<file path="src/rtl/pwm_ilk_pkg.sv">
package pwm_ilk_pkg;
  typedef enum logic [1:0] {
    GATE_IDLE = 2'd0,
    GATE_A_ON = 2'd1,
    GATE_B_ON = 2'd2
  } gate_st_e;
endpackage

</file>
<file path="src/rtl/pwm_glitch_filter.sv">
module pwm_glitch_filter #(
  parameter int FILT = 22
) (
  input  logic clk_i,
  input  logic rst_ni,
  input  logic in_i,
  output logic out_o
);
  localparam int CW = (FILT > 2) ? $clog2(FILT) : 1;
  localparam logic [CW-1:0] LAST = CW'(FILT - 1);

  logic [CW-1:0] cnt_q;
  logic          out_q;

  // level must differ from the output for FILT consecutive edges
  always_ff @(posedge clk_i or negedge rst_ni) begin
    if (!rst_ni) begin
      cnt_q <= '0;
      out_q <= 1'b0;
    end else if (in_i != out_q) begin
      if (cnt_q == LAST) begin
        out_q <= in_i;
        cnt_q <= '0;
      end else begin
        cnt_q <= cnt_q + 1'b1;
      end
    end else begin
      cnt_q <= '0;
    end
  end

  assign out_o = out_q;
endmodule

</file>
<file path="src/rtl/pwm_dead_interlock.sv">
module pwm_dead_interlock
  import pwm_ilk_pkg::*;
#(
  parameter int DEAD = 40
) (
  input  logic clk_i,
  input  logic rst_ni,
  input  logic dis_i,
  input  logic req_a_i,
  input  logic req_b_i,
  output logic gate_a_o,
  output logic gate_b_o
);
  localparam int CW = $clog2(DEAD + 1);
  localparam logic [CW-1:0] DEAD_M1 = CW'(DEAD - 1);
  localparam logic [CW-1:0] DEAD_C  = CW'(DEAD);

  gate_st_e      state_q, state_d;
  logic [CW-1:0] cnt_q, cnt_d;
  logic          ready;

  // the cycle being evaluated is the DEAD-th low cycle
  assign ready = (cnt_q >= DEAD_M1);

  always_comb begin
    state_d = state_q;
    if (dis_i) begin
      state_d = GATE_IDLE;
    end else begin
      unique case (state_q)
        GATE_IDLE: begin
          if (ready && req_a_i)      state_d = GATE_A_ON;
          else if (ready && req_b_i) state_d = GATE_B_ON;
        end
        GATE_A_ON: if (!req_a_i) state_d = GATE_IDLE;
        GATE_B_ON: if (req_a_i || !req_b_i) state_d = GATE_IDLE;
        default:   state_d = GATE_IDLE;
      endcase
    end
  end

  always_comb begin
    cnt_d = cnt_q;
    if (dis_i || (state_q != GATE_IDLE)) cnt_d = '0;
    else if (cnt_q != DEAD_C)            cnt_d = cnt_q + 1'b1;
  end

  always_ff @(posedge clk_i or negedge rst_ni) begin
    if (!rst_ni) begin
      state_q <= GATE_IDLE;
      cnt_q   <= '0;
    end else begin
      state_q <= state_d;
      cnt_q   <= cnt_d;
    end
  end

  assign gate_a_o = (state_q == GATE_A_ON);
  assign gate_b_o = (state_q == GATE_B_ON);
endmodule

</file>
<file path="src/rtl/pwm_pair_interlock.sv">
module pwm_pair_interlock #(
  parameter int DEAD   = 40,
  parameter int REJECT = 10,
  parameter int PASS   = 35
) (
  input  logic clk_i,
  input  logic rst_ni,
  input  logic dis_i,
  input  logic in_a_i,
  input  logic in_b_i,
  output logic gate_a_o,
  output logic gate_b_o
);
  // threshold centred between reject and pass limits
  localparam int FILT = (REJECT + PASS) / 2;

  logic [1:0] raw;
  logic [1:0] filt;
  logic       req_a, req_b;

  assign raw = {in_b_i, in_a_i};

  for (genvar g = 0; g < 2; g++) begin : g_filt
    pwm_glitch_filter #(.FILT(FILT)) u_filt (
      .clk_i (clk_i),
      .rst_ni(rst_ni),
      .in_i  (raw[g]),
      .out_o (filt[g])
    );
  end

  assign req_a = filt[0];
  assign req_b = filt[1];

  pwm_dead_interlock #(.DEAD(DEAD)) u_ilk (
    .clk_i   (clk_i),
    .rst_ni  (rst_ni),
    .dis_i   (dis_i),
    .req_a_i (req_a),
    .req_b_i (req_b),
    .gate_a_o(gate_a_o),
    .gate_b_o(gate_b_o)
  );
endmodule

</file>
<file path="config.mk">
export PLATFORM = sky130hd
export DESIGN_NAME = pwm_pair_interlock
export DESIGN_NICKNAME = d
export VERILOG_FILES = /design/src/rtl/pwm_ilk_pkg.sv /design/src/rtl/pwm_glitch_filter.sv /design/src/rtl/pwm_dead_interlock.sv /design/src/rtl/pwm_pair_interlock.sv
export SDC_FILE = /design/constraint.sdc
export NUM_CORES = 1
export LEC_CHECK = 0
export ABC_AREA = 0
export ABC_CLOCK_PERIOD_IN_PS = 2100
export CORE_MARGIN = 4
export CORE_UTILIZATION = 45
export DETAILED_ROUTE_END_ITERATION = 10
export DONT_BUFFER_PORTS = 1
export PLACE_DENSITY = 0.62
export SETUP_SLACK_MARGIN = 0.1
export SLEW_MARGIN = 20
export SYNTH_ARGS = -nofsm -noshare
export SYNTH_HDL_FRONTEND = slang
export SYNTH_SLANG_ARGS = --single-unit
</file>
<file path="constraint.sdc">
create_clock -name clk_i -period 2.1 [get_ports clk_i]
set_clock_uncertainty 0.15 [all_clocks]
set_input_delay 0.21 -clock clk_i [delete_from_list [all_inputs] [get_ports clk_i]]
set_output_delay 0.21 -clock clk_i [all_outputs]
set_load 0.02 [all_outputs]
</file>
-- Word-level counts from Yosys, hierarchy flattened
Index checks and enable logic that the tools add are counted.
- add/sub/neg operators: 3
- magnitude comparators: 1
- eq/ne operators: 10
- muxes and demuxes: 12
- reductions and logical operators: 11
- operator list (operator ; count):
    $mux 5 ; 4
    $mux 6 ; 2
    $add 5x1->5 const B ; 2
    $eq 5x5->1 const B ; 2
    $mux 2 ; 5
    $add 6x1->6 const B ; 1
    $ge 6x6->1 const B ; 1
    $ne 6x6->1 const B ; 1
    $pmux 2 s3 ; 1
    $ne 4x2->1 const B ; 1
    $reduce_and 2->1 ; 2
    $reduce_bool 2->1 ; 2
    $ne 3x2->1 const B ; 1
    $ne 3x3->1 const B ; 1
    $reduce_and 3->1 ; 1
    $eq 2x1->1 const B ; 1
    $eq 2x2->1 const B ; 1
    $logic_and 1x1->1 ; 2
    $logic_not 2->1 ; 1
    $logic_or 1x1->1 ; 2
    $ne 1x1->1 ; 2
    $logic_not 1->1 ; 1
- register bits: 20
- input port bits: 5
- output and inout port bits: 2
- logic and storage cells: 43

-- Depth between registers and ports, before layout
Gate-level depths: netlist of the first run.
- depth after elaboration: 6
- mapped depth: 5
- mapped depth without buffers: 5

-- By module
Synthesis of the first run repeated with hierarchy kept, for this count alone.
- cells, all modules: 90
- area total of the unflattened synthesis: 960.9 µm²
- by module, submodules not included (module ; times used ; cells an instance ; area an instance (µm²) ; sequential area each (µm²)):
    pwm_glitch_filter ; 2 ; 23 ; 266.5 ; 150.1
    pwm_dead_interlock ; 1 ; 44 ; 427.9 ; 200.2

-- Worst setup path before layout of the first run
Ideal clock, no wire load.
- kind: flip-flop to flip-flop
- from: register u_ilk.state_q[1]
- to: register u_ilk.cnt_q[1]
- setup time: 0.083 ns
- data arrival time: 1.381 ns
- data required time: 1.867 ns
- slack: 0.487 ns
- cell stages (with the launch flop): 5
- path buffers: 1
- clock period less this slack: 1.613 ns
- cells stage by stage: dfrtp_1 > or3_1 > buf_2 > or4_1 > o21ai_0
- cells in the longest elaborated chain, start to end: 3
- elaborated cells on any way between the ends: 4
- classes of those cells: 1 x mux; 3 x reduce/logical
- ends and longest elaborated chain (element ; RTL line ; source):
    start, declared ; pwm_dead_interlock.sv:18 ; gate_st_e state_q, state_d;
    start signal, assigned ; pwm_dead_interlock.sv:53 ; state_q <= state_d;
    $reduce_bool 2->1 * ; pwm_dead_interlock.sv:44 ; if (dis_i || (state_q != GATE_IDLE)) cnt_d = '0;
    $logic_or 1x1->1 * ; pwm_dead_interlock.sv:44 ;
    $mux 6 or $reduce_bool 2->1 (tied branches) ; - ;
    end signal, assigned ; pwm_dead_interlock.sv:54 ; cnt_q <= cnt_d;
    end, declared ; pwm_dead_interlock.sv:19 ; logic [CW-1:0] cnt_q, cnt_d;
Every way passes the cells marked *; elsewhere a longest branch is shown, timed or not.
A chain may end at the register's enable or synchronous reset.

-- Final worst setup path of the first run
Ends and elaborated chain as after synthesis.

==> impl_table.tex, run 1 <==
\begin{tabular}{lr}
\hline
Metric & Value \\
\hline
\multicolumn{2}{l}{\textbf{Routing}} \\
\quad Post-detailed-route count of antenna-violating nets & 0 \\
\quad Routed len/inst & 12.3 um \\
\quad Number of vias in the routed layout & 621 \\
\quad First-iteration detailed-routing DRC count & 2 \\
\quad Number of iterations in the first detailed-routing pass & 2 \\
\quad Vias per inst & 5.05 \\
\quad Routed WL & 1.52 mm \\
\quad Post-route DRC & 0 \\
\multicolumn{2}{l}{\textbf{Final layout}} \\
\quad Most frequent cells in the layout & dfrtp\_1, nor2\_1, xor2\_1 \\
\quad Final layout net count & 108 \\
\quad Antenna diode count & 0 \\
\quad Final standard cell count with taps included and fillers excluded & 123 \\
\quad Post-route standard cell area excluding fillers & 1060 um2 \\
\quad Most frequent standard cell in the layout excluding fill and tap cells & dfrtp\_1 \\
\quad Fraction of layout instances using a drive strength above 1 & 6.25\% \\
\quad \# fillers & 192 \\
\quad Area grow syn2layout & 10.6\% \\
\multicolumn{2}{l}{\textbf{Clocking}} \\
\quad CTS clk-pin slew, worst paths & 0.11 ns \\
\quad CTS Hold Buffers Added & 4 \\
\quad CTS root buf & clkbuf\_4 \\
\quad Longest Clk Path Bufs & 2 \\
\quad \# clock sinks & 20 \\
\quad CTS buffer count & 3 \\
\quad Number of buffers inserted to repair setup after CTS & 0 \\
\quad Clock insertion delay at the later pin of the skew report & 0.30 ns \\
\quad Cts repair resizes & 0 \\
\quad TritonCTS clock tree & built \\
\quad Maximum level of the CTS H-tree & 1 \\
\multicolumn{2}{l}{\textbf{STA}} \\
\quad Period Utilization, post-route & 79.5\% \\
\quad Achievable Freq & 0.599 GHz \\
\quad Final Hold Vio Count & 0 \\
\quad Rel. slew slack & 41.7\% \\
\quad Fin. max-slew vios & 0 \\
\quad Final TNS setup & 0 ns \\
\quad Setup Viol. Count Final & 0 \\
\quad Min Clock Period, post-route & 1.67 ns \\
\quad Setup repair after global routing missed its margin & no \\
\quad Measured slew at the worst slew-check pin & 0.872 ns \\
\multicolumn{2}{l}{\textbf{Global routing}} \\
\quad Vias in the first global route & 639 \\
\quad First-pass GRT wire length & 2.62 mm \\
\quad GRT met3 Usage & 4.99\% \\
\quad Top Usage Layer GRT & met2 \\
\quad Number of antenna violations at the first check in global routing & 0 \\
\quad Global routing usage summed across all routing layers & 12.4\% \\
\quad Met2 layer usage reported by global route & 20.9\% \\
\quad Largest net degree at the start of global routing & 21 \\
\quad Total congestion overflow & 0 \\
\quad Met1 Use GR & 14.7\% \\
\multicolumn{2}{l}{\textbf{Critical path}} \\
\quad CP required & 2.18 ns \\
\quad Startpoint types & register \\
\quad Setup crit end kind & register \\
\quad Data arrival time at the worst-slack endpoint & 1.75 ns \\
\quad Crit Path Category & reg -> reg \\
\quad Maximum fanout along the worst path & 6 \\
\multicolumn{2}{l}{\textbf{Place}} \\
\quad Cell count after placement & 115 \\
\quad Half-perimeter wire length after placement & 1.10 mm \\
\quad Count of buffers from port buffering & 0 \\
\quad Post-detailed-placement cell area & 983 um2 \\
\quad Routability congestion estimate & 0.804 \\
\multicolumn{2}{l}{\textbf{Pwr}} \\
\quad Total Power & 734 uW \\
\quad Largest vdd supply drop & 0.386 mV \\
\quad Reported leakage power & 0.495 nW \\
\quad Power density of the placed cells & 693 nW/um2 \\
\multicolumn{2}{l}{\textbf{Die}} \\
\quad Vertical die dimension & 54.2 um \\
\quad Count of standard-cell rows & 16 \\
\quad Num ports & 7 \\
\quad Core area & 2000 um2 \\
\quad Width of the die & 54.2 um \\
\quad Initial cell density of the core & 47.9\% \\
\quad Die Outline Area & 2930 um2 \\
\multicolumn{2}{l}{\textbf{Worst hold path}} \\
\quad Worst Hold Class & in -> reg \\
\multicolumn{2}{l}{\textbf{Logic synthesis}} \\
\quad Nets in the synthesized netlist & 101 \\
\quad Post-synthesis cell count & 90 \\
\quad Yosys synthesis warning count & 0 \\
\quad Area of the mapped netlist & 958 um2 \\
\quad Avg Cell Area, Syn & 10.6 um2 \\
\quad Post-synth cell types & 23 \\
\quad Post-synthesis sequential element count & 20 \\
\quad Portion of the post-synthesis area used by sequential elements & 52.2\% \\
\multicolumn{2}{l}{\textbf{Run status}} \\
\quad Outcome & completed \\
\multicolumn{2}{l}{\textbf{Job}} \\
\quad Reported max-cap violation count & 0 \\
\hline
\end{tabular}
==> flip-flops by register name, summed over array words and instances (netlist names) <==
signal               count
g_filt.u_filt.cnt_q     10
u_ilk.cnt_q              6
g_filt.u_filt.out_o      2
u_ilk.state_q            2
==> per-layer routing <==
metal	vias up	share of wire (%)
li1	316	-
met1	296	51
met2	9	45
met3	0	4.5
met4	0	0
met5	-	0
==> worst max-delay path: stages, from the launching register on <==
cell and delay [ns]:
dfrtp_1 0.43, or3_1 0.45, or4_1 0.49, o21ai_0 0.08
==> area by class of cell <==
| cell class | count | area [um2] | share of cell area, % |
|---|---|---|---|
| Clock buffer | 4 | 36.3 | 3.42 |
| Inverter | 4 | 15.0 | 1.42 |
| Multi-Input combinational cell | 64 | 434 | 41.0 |
| Sequential cell | 20 | 500 | 47.2 |
| Tap cell | 27 | 33.8 | 3.19 |
| Timing Repair Buffer | 4 | 40.0 | 3.78 |
==> Yosys cell counts, drive strengths merged <==
| master | number | area (um2) |
|---|---|---|
| dfrtp | 20 | 500 |
| nor2 | 14 | 52.6 |
| xor2 | 8 | 70.1 |
| ha | 6 | 75.1 |
| nand3 | 6 | 30.0 |
| inv | 4 | 15.0 |
| nand2 | 4 | 15.0 |
| nor3 | 4 | 20.0 |
| nand4b | 3 | 26.3 |
| xnor2 | 3 | 26.3 |
| mux2 | 2 | 22.5 |
| nor2b | 2 | 12.5 |
| o21a | 2 | 15.0 |
| o21ai | 2 | 10.0 |
| or3 | 2 | 12.5 |
| a211oi | 1 | 7.51 |
| a21oi | 1 | 5.00 |
| and2b | 1 | 7.51 |
| buf | 1 | 5.00 |
| clkbuf | 1 | 3.75 |
| nor4b | 1 | 8.76 |
| o211a | 1 | 10.0 |
| or4 | 1 | 7.51 |
==> report_power, final <==
part / internal, mW / switching (mW)
logic: 0.0365 / 0.0413
clock network: 0.106 / 0.113
registers: 0.410 / 0.0276
total: 0.553 / 0.182
==> final timing paths <==
path                       cells past startpoint                      start                        end  slack, ns
max in group asynchronous                      1                     rst_ni  g_filt[0].u_filt.cnt_q[3]       0.95
min                                            3                     in_a_i  g_filt[0].u_filt.cnt_q[1]       0.04
max                                            3           u_ilk.state_q[1]             u_ilk.cnt_q[1]       0.43
min in group asynchronous                      1                     rst_ni             u_ilk.cnt_q[0]       0.31
max reg2reg                                    3           u_ilk.state_q[1]             u_ilk.cnt_q[1]       0.43
min reg2reg                                    1  g_filt[1].u_filt.cnt_q[0]  g_filt[1].u_filt.cnt_q[0]       0.36
==> per-stage QoR <==
step                      util, %  setup WS [ns]  hold WS [ns]
after floorplan                 -          0.487        -0.236
after detailed placement     49.1          0.439        -0.235
after CTS                    52.9          0.412        0.0160
after global placement       49.1          0.479        -0.235
final                        52.9          0.430        0.0363
after global routing         52.9          0.353        0.0268
==> cells by family after synthesis <==
family,after synthesis,share of synthesized area (%)
multiplexers,2,2.35
AND/OR/NAND/NOR,38,20.1
XOR/XNOR,11,10.1
AO/OA/AOI/OAI,7,4.96
flip-flops,20,52.2
buffers and inverters,6,2.48
adder cells (fa/ha/maj),6,7.83
No activity file was read; power rests on OpenSTA's default activity.
==> run 2, diff against run 1 <==
--- a/config.mk
+++ b/config.mk
@@ -6,12 +6,12 @@
 export NUM_CORES = 1
 export LEC_CHECK = 0
 export ABC_AREA = 0
-export ABC_CLOCK_PERIOD_IN_PS = 2100
+export ABC_CLOCK_PERIOD_IN_PS = 1500
 export CORE_MARGIN = 4
 export CORE_UTILIZATION = 45
 export DETAILED_ROUTE_END_ITERATION = 10
 export DONT_BUFFER_PORTS = 1
-export PLACE_DENSITY = 0.62
+export PLACE_DENSITY = 0.64
 export SETUP_SLACK_MARGIN = 0.1
 export SLEW_MARGIN = 20
 export SYNTH_ARGS = -nofsm -noshare
==> constraint.sdc (replaced) <==
create_clock -name clk_i -period 1.5 [get_ports clk_i]
set_clock_uncertainty 0.15 [all_clocks]
set_input_delay 0.15 -clock clk_i [delete_from_list [all_inputs] [get_ports clk_i]]
set_output_delay 0.15 -clock clk_i [all_outputs]
set_load 0.02 [all_outputs]
==> run 2 against run 1 <==
The flow now finishes with violations (hold timing, setup timing); design area is 9.3% higher; first-iteration DRC count increased to 3.0 times the previous value; sequential cell count is the same; count of clock-buffer cells in the layout unchanged; combinational power up 57%; sequential power rose by 40%; power grew 43%; sequential share of layout area shrank 3.9 points; wire length rose by 3.4%; clock power up 43%; core utilization is 4.9 points higher; global-route usage rose by 0.63 points; critical path type unchanged.
==> impl_table.tex, run 2 (synthesized netlist as in run 1, its figures left out) <==
\begin{tabular}{lr}
\hline
Metric & Value \\
\hline
\multicolumn{2}{l}{\textbf{Routing}} \\
\quad Post-detailed-route count of antenna-violating nets & 0 (unchanged) \\
\quad Number of iterations in the first detailed-routing pass & 3 (+1) \\
\quad Post-route DRC & 0 (unchanged) \\
\quad First-iteration detailed-routing DRC count & 6 (+4) \\
\quad Vias per inst & 5.11 (+1.2\%) \\
\quad Routed WL & 1.57 mm (+3.4\%) \\
\quad Routed len/inst & 12.2 um (-1.4\%) \\
\quad Number of vias in the routed layout & 659 (+6.1\%) \\
\multicolumn{2}{l}{\textbf{Critical path}} \\
\quad Longest individual stage delay on the worst path & 0.47 ns (-0.02 ns) \\
\quad Startpoint types & register \\
\quad CP required & 1.59 ns (-0.59 ns) \\
\quad Buffering stage count on the worst path with inverters included & 0 (unchanged) \\
\quad Worst flop-to-flop path endpoint & u\_ilk.cnt\_q[1] \\
\quad Maximum fanout along the worst path & 2 (-4) \\
\quad Worst-case register-to-register setup slack & -0.004 ns (-0.43 ns) \\
\quad CP top delay family & simple AND/OR/NAND/NOR gates \\
\quad Worst r2r path cells & 3 (unchanged) \\
\quad Critical Path Stages & 3 (unchanged) \\
\quad Slowest library cell on the worst path & or4\_1 \\
\quad Startpoint of the most critical register-to-register path & u\_ilk.state\_q[1] \\
\quad Data arrival time at the worst-slack endpoint & 1.59 ns (-0.16 ns) \\
\quad Crit path cell chain & or3\_1 > or4\_1 > o21ai\_1 \\
\quad Setup crit end kind & register \\
\quad Crit Path Category & reg -> reg \\
\multicolumn{2}{l}{\textbf{Final layout}} \\
\quad Largest registers & g\_filt.u\_filt.cnt\_q (10), u\_ilk.cnt\_q (6) \\
\quad Core occupancy in the finished layout & 57.9\% (+4.9 points) \\
\quad Max FFs per register & 10 (unchanged) \\
\quad Antenna diode count & 0 (unchanged) \\
\quad Post-route standard cell area excluding fillers & 1160 um2 (+9.3\%) \\
\quad Final layout net count & 114 (+5.6\%) \\
\quad Most frequent standard cell in the layout excluding fill and tap cells & dfrtp\_1 \\
\quad \# fillers & 163 (-15\%) \\
\quad Area grow syn2layout & 20.9\% \\
\quad Final standard cell count with taps included and fillers excluded & 129 (+4.9\%) \\
\quad Fraction of layout instances using a drive strength above 1 & 24.5\% (+18 points) \\
\quad Register with the most flip-flops & g\_filt.u\_filt.cnt\_q \\
\quad Most frequent cells in the layout & dfrtp\_1, nor2\_1, xor2\_1 \\
\multicolumn{2}{l}{\textbf{Place}} \\
\quad Worst slack, placed & 0.0256 ns (-0.414 ns) \\
\quad Half-perimeter wire length after placement & 1.08 mm (-1.2\%) \\
\quad Routability congestion estimate & 0.750 (-6.7\%) \\
\quad Cell count after placement & 120 (+4.3\%) \\
\quad Count of buffers from port buffering & 0 (unchanged) \\
\quad Post-detailed-placement cell area & 1020 um2 (+3.8\%) \\
\multicolumn{2}{l}{\textbf{STA}} \\
\quad Achievable Freq & 0.665 GHz (+11\%) \\
\quad Hold\_ws & -0.153 ns (-0.189 ns) \\
\quad Rel. slew slack & 40.8\% (-0.86 points) \\
\quad Final WS setup & -0.00438 ns (-0.434 ns) \\
\quad Fin. max-slew vios & 0 (unchanged) \\
\quad Setup repair after global routing missed its margin & yes \\
\quad Setup Viol. Count Final & 1 (+1) \\
\quad Measured slew at the worst slew-check pin & 0.885 ns (+0.0128 ns) \\
\quad Min Clock Period, post-route & 1.50 ns (-0.166 ns) \\
\quad Final Hold Vio Count & 3 (+3) \\
\quad Period Utilization, post-route & 100\% (+21 points) \\
\multicolumn{2}{l}{\textbf{Clocking}} \\
\quad TritonCTS clock tree & built \\
\quad CTS buffer count & 3 (unchanged) \\
\quad CTS clk-pin slew, worst paths & 0.11 ns (about the same) \\
\quad \# clock sinks & 20 (unchanged) \\
\quad CTS root buf & clkbuf\_4 \\
\quad Clock insertion delay at the later pin of the skew report & 0.30 ns (about the same) \\
\quad Maximum level of the CTS H-tree & 1 (unchanged) \\
\quad Longest Clk Path Bufs & 2 (unchanged) \\
\quad CTS Hold Buffers Added & 3 (-1) \\
\multicolumn{2}{l}{\textbf{Global routing}} \\
\quad Global routing usage summed across all routing layers & 13.0\% (+0.63 points) \\
\quad Total congestion overflow & 0 (unchanged) \\
\quad Largest net degree at the start of global routing & 21 (unchanged) \\
\quad First-pass GRT wire length & 2.70 mm (+3.1\%) \\
\quad Number of antenna violations at the first check in global routing & 0 (unchanged) \\
\quad Vias in the first global route & 650 (+1.7\%) \\
\multicolumn{2}{l}{\textbf{Die}} \\
\quad Initial cell density of the core & 47.9\% (unchanged) \\
\quad Count of standard-cell rows & 16 (unchanged) \\
\quad Core area & 2000 um2 (unchanged) \\
\quad Die Outline Area & 2930 um2 (unchanged) \\
\quad Width of the die & 54.2 um (unchanged) \\
\quad Num ports & 7 (unchanged) \\
\quad Vertical die dimension & 54.2 um (unchanged) \\
\multicolumn{2}{l}{\textbf{Worst hold path}} \\
\quad Worst hold endpoint & u\_ilk.state\_q[1] \\
\quad Worst Hold Class & in -> reg \\
\quad Min-delay src & dis\_i \\
\quad Worst Hold Path Cells & 2 (-1) \\
\multicolumn{2}{l}{\textbf{Pwr}} \\
\quad Power density of the placed cells & 904 nW/um2 (+30\%) \\
\quad Reported leakage power & 0.528 nW (+6.6\%) \\
\quad Largest vdd supply drop & 0.564 mV (+46\%) \\
\multicolumn{2}{l}{\textbf{Job}} \\
\quad Reported max-cap violation count & 0 (unchanged) \\
\multicolumn{2}{l}{\textbf{Run status}} \\
\quad Outcome & finished with violations \\
\quad Violations in the final reports & hold timing, setup timing \\
\hline
\end{tabular}
## run 2: per-stage QoR
stage	power (mW)	hold slack (ns)	TNS (ns)
2_1_floorplan	0.692	-0.296	-0.113
3_3_place_gp	0.711	-0.295	0
3_5_place_dp	0.717	-0.295	0
4_1_cts	1.05	-0.154	-0.00258
5_1_grt	1.11	-0.156	-0.201
6_report	1.05	-0.153	-0.00438
## run 2: layout make-up
type	count	area, um2	area share, %
flip-flops and latches	20	502	43.3
multi-input cells	64	485	41.9
repair buffers	10	86.3	7.45
clock buffers	4	36.3	3.13
well taps	27	33.8	2.92
inverters	4	15.0	1.30
## run 2: timing repair
action | CTS | global route
endpoints found under the hold margin | 39 | 3
resized for setup | 4 | 13
pin swaps | 0 | 1
setup endpoints to repair | 7 | 10
setup buffers | 1 | 1
## run 2: worst max path at each step
| stage | endpoint | startpoint | slack (ns) |
|---|---|---|---|
| after global routing | u_ilk.cnt_q[1] | u_ilk.cnt_q[0] | -0.10 |
| after CTS | u_ilk.cnt_q[1] | u_ilk.state_q[1] | -0.003 |
| final | u_ilk.cnt_q[1] | u_ilk.state_q[1] | -0.004 |
| after detailed placement | u_ilk.cnt_q[1] | u_ilk.state_q[1] | 0.03 |
| after floorplan | u_ilk.cnt_q[1] | u_ilk.state_q[1] | -0.11 |
| after global placement | u_ilk.cnt_q[1] | u_ilk.state_q[1] | 0.04 |
## run 2: routing by layer
metal	global-route usage (%)	vias up	wire length, um
met5	0	-	0
met4	3.73	0	13
met3	6.09	2	76
met2	19.1	9	742
met1	17.0	320	737
li1	-	328	-
## run 2: where the power goes
part           internal, mW  switching, mW  leakage [nW]
Combinational        0.0590         0.0631         0.241
Clock                 0.148          0.162        0.0210
Sequential            0.575         0.0392         0.266
Total                 0.782          0.265         0.528
==> run 3, diff against run 2 <==
--- a/config.mk
+++ b/config.mk
@@ -6,13 +6,12 @@
 export NUM_CORES = 1
 export LEC_CHECK = 0
 export ABC_AREA = 0
-export ABC_CLOCK_PERIOD_IN_PS = 1500
+export ABC_CLOCK_PERIOD_IN_PS = 1400
 export CORE_MARGIN = 4
 export CORE_UTILIZATION = 45
 export DETAILED_ROUTE_END_ITERATION = 10
 export DONT_BUFFER_PORTS = 1
-export PLACE_DENSITY = 0.64
-export SETUP_SLACK_MARGIN = 0.1
+export PLACE_DENSITY = 0.62
 export SLEW_MARGIN = 20
 export SYNTH_ARGS = -nofsm -noshare
 export SYNTH_HDL_FRONTEND = slang
==> constraint.sdc (replaced) <==
create_clock -name clk_i -period 1.4 [get_ports clk_i]
set_clock_uncertainty 0.15 [all_clocks]
set_input_delay 0.14 -clock clk_i [delete_from_list [all_inputs] [get_ports clk_i]]
set_output_delay 0.14 -clock clk_i [all_outputs]
set_load 0.02 [all_outputs]
==> run 3 against run 2 <==
First-iteration DRC count decreased by 100%; count of clock-buffer cells in the layout fell by 1; cell count increased by 3.9%; power grew 23%; design area grew 3.0%; sequential share of layout area down 1.4 points; fmax shrank 2.2%; the flow still finishes with violations (hold timing, setup timing).
==> impl_table.tex, run 3 (synthesized netlist as in run 1, its figures left out) <==
\begin{tabular}{lr}
\hline
Metric & Value \\
\hline
\multicolumn{2}{l}{\textbf{Worst hold path}} \\
\quad Min-delay src & dis\_i \\
\quad Worst Hold Class & in -> reg \\
\multicolumn{2}{l}{\textbf{Job}} \\
\quad Reported max-cap violation count & 0 (unchanged) \\
\multicolumn{2}{l}{\textbf{Global routing}} \\
\quad Number of antenna violations at the first check in global routing & 0 (unchanged) \\
\quad Vias in the first global route & 648 (-0.31\%) \\
\quad Total congestion overflow & 0 (unchanged) \\
\quad First-pass GRT wire length & 2.72 mm (+0.78\%) \\
\quad Global routing usage summed across all routing layers & 13.0\% (+0.020 points) \\
\quad Largest net degree at the start of global routing & 21 (unchanged) \\
\multicolumn{2}{l}{\textbf{Clocking}} \\
\quad Maximum level of the CTS H-tree & 1 (unchanged) \\
\quad CTS buffer count & 3 (unchanged) \\
\quad CTS clk-pin slew, worst paths & 0.11 ns (about the same) \\
\quad \# clock sinks & 20 (unchanged) \\
\quad CTS Hold Buffers Added & 3 (unchanged) \\
\quad CTS root buf & clkbuf\_4 \\
\quad Longest Clk Path Bufs & 2 (unchanged) \\
\quad TritonCTS clock tree & built \\
\quad Clock insertion delay at the later pin of the skew report & 0.30 ns (about the same) \\
\multicolumn{2}{l}{\textbf{Pwr}} \\
\quad Relative contribution of combinational cells to total power & 12.3\% (+0.6 points) \\
\quad Sw Ratio & 22.9\% (-2.4 points) \\
\quad Internal power & 989 uW (+26\%) \\
\quad Power density of the placed cells & 1070 nW/um2 (+19\%) \\
\quad Largest vdd supply drop & 0.608 mV (+7.8\%) \\
\quad Switching power & 294 uW (+11\%) \\
\quad Total Power & 1.28 mW (+23\%) \\
\quad Reported leakage power & 0.564 nW (+6.8\%) \\
\quad Portion of total power attributed to the clock network & 36.5\% (+6.8 points) \\
\quad Part of the power in registers & 51.1\% (-7.5 points) \\
\multicolumn{2}{l}{\textbf{Final layout}} \\
\quad \# fillers & 182 (+12\%) \\
\quad Core occupancy in the finished layout & 59.6\% (+1.7 points) \\
\quad Register with the most flip-flops & g\_filt.u\_filt.cnt\_q \\
\quad Area taken by multi-input logic gates & 472 um2 (-2.8\%) \\
\quad Most frequent standard cell in the layout excluding fill and tap cells & dfrtp\_1 \\
\quad Max FFs per register & 10 (unchanged) \\
\quad Area grow syn2layout & 24.5\% \\
\quad FF+latch area & 500 um2 (-0.25\%) \\
\quad Most frequent cells in the layout & dfrtp\_1, nor2\_1, buf\_4 \\
\quad Fraction of layout instances using a drive strength above 1 & 23.4\% (-1.1 points) \\
\quad Final layout net count & 119 (+4.4\%) \\
\quad Antenna diode count & 0 (unchanged) \\
\quad Largest registers & g\_filt.u\_filt.cnt\_q (10), u\_ilk.cnt\_q (6) \\
\multicolumn{2}{l}{\textbf{Critical path}} \\
\quad Worst Setup SP & u\_ilk.state\_q[1] \\
\quad Startpoint of the most critical register-to-register path & u\_ilk.state\_q[1] \\
\quad Longest individual stage delay on the worst path & 0.47 ns (about the same) \\
\quad Buffering stage count on the worst path with inverters included & 0 (unchanged) \\
\quad CP required & 1.48 ns (-0.11 ns) \\
\quad Crit Path Category & reg -> reg \\
\quad CP top delay family & simple AND/OR/NAND/NOR gates \\
\quad Crit path cell chain & or3\_4 > or4\_1 > o21ai\_1 \\
\quad Data arrival time at the worst-slack endpoint & 1.62 ns (+0.03 ns) \\
\quad Maximum fanout along the worst path & 2 (unchanged) \\
\quad Setup crit end kind & register \\
\quad Startpoint types & register \\
\quad Worst-case register-to-register setup slack & -0.14 ns (-0.13 ns) \\
\quad Slowest library cell on the worst path & or4\_1 \\
\multicolumn{2}{l}{\textbf{STA}} \\
\quad Fin. max-slew vios & 0 (unchanged) \\
\quad Rel. slew slack & 39.7\% (-1.1 points) \\
\quad Measured slew at the worst slew-check pin & 0.902 ns (+0.0168 ns) \\
\quad Achievable Freq & 0.650 GHz (-2.2\%) \\
\quad Period Utilization, post-route & 110\% (+9.6 points) \\
\quad Final Hold Vio Count & 8 (+5) \\
\quad Hold\_ws & -0.159 ns (-0.00628 ns) \\
\quad Setup repair after global routing missed its margin & yes \\
\quad Setup Viol. Count Final & 3 (+2) \\
\quad Min Clock Period, post-route & 1.54 ns (+0.0337 ns) \\
\quad Final WS setup & -0.138 ns (-0.134 ns) \\
\multicolumn{2}{l}{\textbf{Routing}} \\
\quad Post-detailed-route count of antenna-violating nets & 0 (unchanged) \\
\quad First-iteration detailed-routing DRC count & 0 (-6) \\
\quad Number of iterations in the first detailed-routing pass & 1 (-2) \\
\quad Post-route DRC & 0 (unchanged) \\
\quad Routed WL & 1.62 mm (+3.4\%) \\
\quad Number of vias in the routed layout & 664 (+0.76\%) \\
\quad Routed len/inst & 12.1 um (-0.42\%) \\
\quad Vias per inst & 4.96 (-3.0\%) \\
\multicolumn{2}{l}{\textbf{Die}} \\
\quad Num ports & 7 (unchanged) \\
\quad Width of the die & 54.2 um (unchanged) \\
\quad Initial cell density of the core & 47.9\% (unchanged) \\
\quad Count of standard-cell rows & 16 (unchanged) \\
\quad Core area & 2000 um2 (unchanged) \\
\quad Vertical die dimension & 54.2 um (unchanged) \\
\quad Die Outline Area & 2930 um2 (unchanged) \\
\multicolumn{2}{l}{\textbf{Place}} \\
\quad Routability congestion estimate & 0.696 (-7.2\%) \\
\quad Half-perimeter wire length after placement & 1.17 mm (+8.3\%) \\
\quad Count of buffers from port buffering & 0 (unchanged) \\
\quad Worst slack, placed & -0.103 ns (-0.129 ns) \\
\multicolumn{2}{l}{\textbf{Run status}} \\
\quad Violations in the final reports & hold timing, setup timing \\
\quad Outcome & finished with violations \\
\hline
\end{tabular}
run 3: layout make-up:
cell class | count | share of cell area (%)
flip-flops and latches | 20 | 41.9
multi-input cells | 64 | 39.5
repair buffers | 15 | 10.1
well taps | 27 | 2.83
clock inverters | 1 | 2.52
clock buffers | 3 | 1.89
inverters | 4 | 1.26
run 3: routing by layer:
layer	track usage, %	vias up	routed length [um]
li1	-	338	-
met1	16.3	313	770
met2	20.5	9	750
met3	2.77	4	75
met4	7.47	0	25
met5	0	-	0
run 3: path summary, 6_finish.rpt:
| kind | cells past startpoint | to |
|---|---|---|
| max | 3 | u_ilk.cnt_q[1] |
| min | 2 | u_ilk.state_q[1] |
| max reg2reg | 3 | u_ilk.cnt_q[1] |
| min reg2reg | 1 | g_filt[1].u_filt.out_o |
| max in group asynchronous | 1 | u_ilk.cnt_q[4] |
| min in group asynchronous | 1 | g_filt[1].u_filt.cnt_q[4] |
run 3: what timing repair did:
item	4_1_cts	5_1_grt
endpoints found under the setup margin	6	10
cloned	0	0
pin swaps	0	1
gates resized for setup	4	7
endpoints found under the hold margin	40	8
setup buffers	0	3
run 3: power by group through the flow:
stage	combinational (mW)	sequential (mW)	clock, mW
2_1_floorplan	0.0855	0.656	0
3_3_place_gp	0.113	0.663	0
3_5_place_dp	0.117	0.665	0
4_1_cts	0.138	0.653	0.485
5_1_grt	0.181	0.663	0.508
6_report	0.158	0.656	0.469
run 3: worst reg2reg max path: stages, from the launching register on:
cell and delay, ns:
dfrtp_1 0.40, or3_4 0.37, or4_1 0.47, o21ai_1 0.09
run 3: metrics by stage:
| stage | std cells | instance area [um2] | TNS (ns) |
|---|---|---|---|
| floorplan | 90 | 958 | -0.213 |
| global placement | 124 | 1050 | -0.0700 |
| detailed placement | 124 | 1050 | -0.197 |
| CTS | 131 | 1140 | -0.228 |
| global route | 134 | 1190 | -0.554 |
| finish | 134 | 1190 | -0.172 |
